==> src/rtl/rsu_pkg.sv <==
// Package: shared operation codes and flag bit positions for the rotate/shift unit.
// Assumes an 8-bit flag byte with the bit layout used throughout the core.
package rsu_pkg;

    typedef enum logic [2:0] {
        OP_ROL_CIRC  = 3'd0,
        OP_ROR_CIRC  = 3'd1,
        OP_ROL_CARRY = 3'd2,
        OP_ROR_CARRY = 3'd3,
        OP_SHL_ZERO  = 3'd4,
        OP_SHR_KEEP  = 3'd5,
        OP_SHL_ONE   = 3'd6,
        OP_SHR_ZERO  = 3'd7
    } rsu_op_e;

    localparam int FLAG_W   = 8;
    localparam int FB_CARRY = 0;
    localparam int FB_SUB   = 1;
    localparam int FB_PAR   = 2;
    localparam int FB_X3    = 3;
    localparam int FB_HALF  = 4;
    localparam int FB_Y5    = 5;
    localparam int FB_ZERO  = 6;
    localparam int FB_SIGN  = 7;

endpackage

==> src/rtl/rsu_shift_core.sv <==
// Module: one-position rotate/shift datapath.
// Opcode bit 0 selects the direction (0 = left, 1 = right).
// Opcode bits 2:1 select the fill source for the vacated bit.
// Assumes DATA_W >= 2.
module rsu_shift_core
    import rsu_pkg::*;
#(
    parameter int DATA_W = 8
) (
    input  logic [2:0]        op,
    input  logic [DATA_W-1:0] value,
    input  logic              carry_in,
    output logic [DATA_W-1:0] shifted,
    output logic              carry_out
);
    localparam int MSB = DATA_W - 1;

    logic go_right;
    logic fill_bit;

    // Direction comes from the low opcode bit.
    always_comb go_right = op[0];

    // Fill source: circular, through carry, arithmetic/zero, or a forced constant.
    always_comb begin
        unique case (op)
            OP_ROL_CIRC:  fill_bit = value[MSB];
            OP_ROR_CIRC:  fill_bit = value[0];
            OP_ROL_CARRY: fill_bit = carry_in;
            OP_ROR_CARRY: fill_bit = carry_in;
            OP_SHL_ZERO:  fill_bit = 1'b0;
            OP_SHR_KEEP:  fill_bit = value[MSB];
            OP_SHL_ONE:   fill_bit = 1'b1;
            default:      fill_bit = 1'b0;
        endcase
    end

    // Move the operand one place and insert the fill bit.
    always_comb begin
        if (go_right) shifted = {fill_bit, value[MSB:1]};
        else          shifted = {value[MSB-1:0], fill_bit};
    end

    // The bit that leaves the operand becomes the new carry.
    always_comb carry_out = go_right ? value[0] : value[MSB];

endmodule

==> src/rtl/rsu_flag_gen.sv <==
// Module: builds the output flag byte from the result and the carry out.
// Subtract and half-carry are always cleared.
// Assumes an 8-bit result so that bits 5 and 3 exist.
module rsu_flag_gen
    import rsu_pkg::*;
#(
    parameter int DATA_W = 8
) (
    input  logic [DATA_W-1:0] result,
    input  logic              carry,
    output logic [FLAG_W-1:0] flags
);
    logic is_zero;
    logic even_par;

    // Zero detection and even parity over the whole result.
    always_comb begin
        is_zero  = (result == '0);
        even_par = ~(^result);
    end

    // Place each flag at its bit position.
    always_comb begin
        flags           = '0;
        flags[FB_CARRY] = carry;
        flags[FB_SUB]   = 1'b0;
        flags[FB_PAR]   = even_par;
        flags[FB_X3]    = result[3];
        flags[FB_HALF]  = 1'b0;
        flags[FB_Y5]    = result[5];
        flags[FB_ZERO]  = is_zero;
        flags[FB_SIGN]  = result[DATA_W-1];
    end

endmodule

==> src/rtl/rot_shift_unit.sv <==
// Module: top of the rotate/shift unit. Purely combinational, so it has no
// clock or reset. Only the carry bit of flags_in is consumed; the mask below
// makes that choice explicit.
module rot_shift_unit
    import rsu_pkg::*;
(
    input  logic [2:0] op_sel,
    input  logic [7:0] operand_in,
    input  logic [7:0] flags_in,
    output logic [7:0] result_out,
    output logic [7:0] flags_out
);
    localparam int          DATA_W     = 8;
    localparam logic [7:0]  CARRY_MASK = 8'(1) << FB_CARRY;

    logic              carry_now;
    logic              carry_next;
    logic [DATA_W-1:0] moved;

    // Extract the incoming carry with the mask.
    always_comb carry_now = |(flags_in & CARRY_MASK);

    rsu_shift_core #(.DATA_W(DATA_W)) u_core (
        .op        (op_sel),
        .value     (operand_in),
        .carry_in  (carry_now),
        .shifted   (moved),
        .carry_out (carry_next)
    );

    rsu_flag_gen #(.DATA_W(DATA_W)) u_flags (
        .result (moved),
        .carry  (carry_next),
        .flags  (flags_out)
    );

    // Drive the result port.
    always_comb result_out = moved;

endmodule

==> config.mk <==
export PLATFORM = sky130hd
export DESIGN_NAME = rot_shift_unit
export DESIGN_NICKNAME = d
export VERILOG_FILES = /design/src/rtl/rsu_pkg.sv /design/src/rtl/rsu_shift_core.sv /design/src/rtl/rsu_flag_gen.sv /design/src/rtl/rot_shift_unit.sv
export SDC_FILE = /design/constraint.sdc
export NUM_CORES = 1
export LEC_CHECK = 0
export BUFFER_PORTS_ARGS = -buffer_cell sky130_fd_sc_hd__buf_4
export CAP_MARGIN = 20
export CORE_AREA = 2 2 39 41
export DETAILED_ROUTE_END_ITERATION = 10
export DIE_AREA = 0 0 41 43
export SLEW_MARGIN = 30
export SYNTH_ARGS = -nofsm -noshare
export SYNTH_HDL_FRONTEND = slang
export SYNTH_HIERARCHICAL = 1
export SYNTH_SLANG_ARGS = --single-unit
==> constraint.sdc <==
create_clock -name vclk -period 2
set_input_delay 0.2 -clock vclk [all_inputs]
set_output_delay 0.2 -clock vclk [all_outputs]
set_load 0.01 [all_outputs]
==> parameters.txt <==
Parameter                              Value

Run status
  Result of the run    finished clean

Place
  Post-place instance area    474.2 µm²
  Count of input and output buffers    26
  Routability cong.    0.7250
  DPL Wire Length    642.8 µm

Detailed routing
  Initial DRT Pass Iterations    4
  Remaining design rule violation count    0
  Wirelength per Cell    9.487 µm
  Vias per Instance    4.092
  Post-detailed-routing wire length    721 µm
  Via count    311
  1st-iter DRT viols    2
  Number of nets with antenna violations after detailed routing    0

CTS
  CTS Hold Buffers Added    0
  Post-CTS setup repair buffer count    0
  Resize count post-CTS    0

Global route
  First-pass GRT wire length    1.000 mm
  All-layer global routing usage    0.07692
  Number of antenna violations at the first check in global routing    0
  Number of global-route vias before repair    254
  Maximum number of pins on one net before global-route repair    12
  Global-route congestion overflow total    0

Critical path
  Max incr delay on CP    0.28 ns
  Type of the setup path with the least slack    input pin to output pin
  Worst setup EP type    output pin
  Worst path cell trace    buf_4 -> mux2i_1 -> o221ai_1 -> o21a_1 -> inv_1 -> ha_1 -> xnor2_1 -> xnor2_1 -> buf_4
  Crit path max fanout    4
  Data required time of the critical path    1.80 ns
  Sort of element at the start of the critical path    input pin
  Master of the slowest instance on the critical path    sky130_fd_sc_hd__ha_1
  Arr. time, crit path    1.59 ns

Die
  Die X    41 µm
  Boundary pin count    35
  Die height    43 µm
  Area inside the core boundary    0.001384 mm²
  Initial core utilization    0.2333
  Rows    14
  DIE AREA    0.001763 mm²

Layout
  Layout Area Growth over Synthesis    46.90%
  Leading cell types in the layout, fill and taps excluded    26 x sky130_fd_sc_hd__buf_4, 9 x sky130_fd_sc_hd__inv_1, 7 x sky130_fd_sc_hd__mux2_2
  Fin util    0.3427
  Final design area excluding fillers    474.2 µm²
  Filler instances    156
  Leading cell type in the layout, fill and taps excluded    sky130_fd_sc_hd__buf_4
  Number of nets in the finished design    85
  Share of post-route cells with drive strength above 1    0.5500
  Number of clock buffers in the layout    0
  Total area of sequential cells    0 µm²
  Final antenna diode count    0
  Total number of sequential cells    0

Power
  Share of total power consumed by net switching    0.4311
  Combinational share of power    1.000
  Switching component of the power    0.00007032 W
  Sequential power share    0
  PwrDens    344.0 mW/mm²
  Power Internal    0.00009278 W
  Clock network power share    0
  Leakage power of the design    0.2664 nW
  IR drop worst, VDD    0.2472 mV

Job
  Number of maximum-capacitance constraint violations    0

Timing
  Final number of setup-violating endpoints    0
  Unrepaired setup endpoints after global routing    false
  Count of final max-slew check failures    0
  Sum of negative setup slack    0 ns
  Final hold viol count    0
  Share of the clock period used by the worst path    0.8972
  FMAX    557.3 MHz
  Shortest period the worst path allows    1.794 ns

Logic synthesis
  Syn Std Cell Area    322.8 µm²
  Sequential share of the synthesized area    0
  Synthesized instance count    42
  Netlist cell types    14
  Syn Area/Cell    7.686 µm²
  Yosys synthesis warning count    6

Worst hold path
  Worst hold path class    input pin to output pin
==> kinds of logic (layout without fill, tap and decap cells) <==
family | after synthesis | count (layout) | synth area share
buffers and inverters | 18 | 35 | 0.3139
muxes | 8 | 8 | 0.2752
xor gates and xnor gates | 3 | 3 | 0.08141
adders and majority gates | 4 | 4 | 0.1550
AOI/OAI and AO/OA | 4 | 4 | 0.08915
and+or+nand+nor | 4 | 4 | 0.07367
other | 1 | 2 | 0.01162
==> layer usage <==
layer	track usage	share of wire
met4	0	0
met1	0.1013	0.38
met5	0	0
met2	0.1406	0.53
met3	0	0.090
==> metrics by stage <==
step           cells  total power, W  setup WS [ns]  hold slack (ns)
3_3_place_gp      76       0.0001633         0.1874           0.7272
2_1_floorplan     43       0.0001166         0.2004           0.5412
3_5_place_dp      76       0.0001643         0.2029           0.7222
5_1_grt           76       0.0001789        0.06298           0.7509
6_report          76       0.0001631         0.2056           0.7156
4_1_cts           76       0.0001660         0.1851           0.7229
==> worst paths after layout <==
check | from | endpoint | slack, ns | depth (start not counted)
max | op_sel[1] | flags_out[2] | 0.21 | 9
min | operand_in[1] | result_out[0] | 0.72 | 4
==> final cells by class <==
cell class / instances / area (µm²) / share of cell area
multi-input combinational: 25 / 225.2 / 0.4749
tap: 16 / 20.02 / 0.04222
inverter: 9 / 33.78 / 0.07124
timing repair buffer: 26 / 195.2 / 0.4116
==> synth_stat cells <==
cell type / instances / area (µm²)
sky130_fd_sc_hd__and4_1: 1 / 8.760
sky130_fd_sc_hd__xnor2_1: 3 / 26.28
sky130_fd_sc_hd__inv_1: 9 / 33.78
sky130_fd_sc_hd__a21oi_1: 1 / 5.000
sky130_fd_sc_hd__o31ai_1: 1 / 7.510
sky130_fd_sc_hd__buf_4: 9 / 67.56
sky130_fd_sc_hd__nor3b_1: 1 / 7.510
sky130_fd_sc_hd__nand2_1: 2 / 7.510
sky130_fd_sc_hd__conb_1: 1 / 3.750
sky130_fd_sc_hd__mux2i_1: 1 / 10.01
sky130_fd_sc_hd__mux2_2: 7 / 78.83
sky130_fd_sc_hd__ha_1: 4 / 50.05
sky130_fd_sc_hd__o21a_1: 1 / 7.510
sky130_fd_sc_hd__o221ai_1: 1 / 8.760
==> worst max-delay path: cells and delay by family <==
kind                       cells  cell delay (ns)
xor gates and xnor gates       2             0.31
AOI/OAI and AO/OA              2             0.37
muxes                          1             0.11
adders and majority gates      1             0.28
buffers and inverters          3             0.32
==> power groups by stage <==
stage | Sequential [W] | Clock, W | Combinational [W]
2_1_floorplan | 0 | 0 | 0.000117
3_3_place_gp | 0 | 0 | 0.000163
3_5_place_dp | 0 | 0 | 0.000164
4_1_cts | 0 | 0 | 0.000166
5_1_grt | 0 | 0 | 0.000179
6_report | 0 | 0 | 0.000163
No activity file was read; power rests on OpenSTA's default activity.
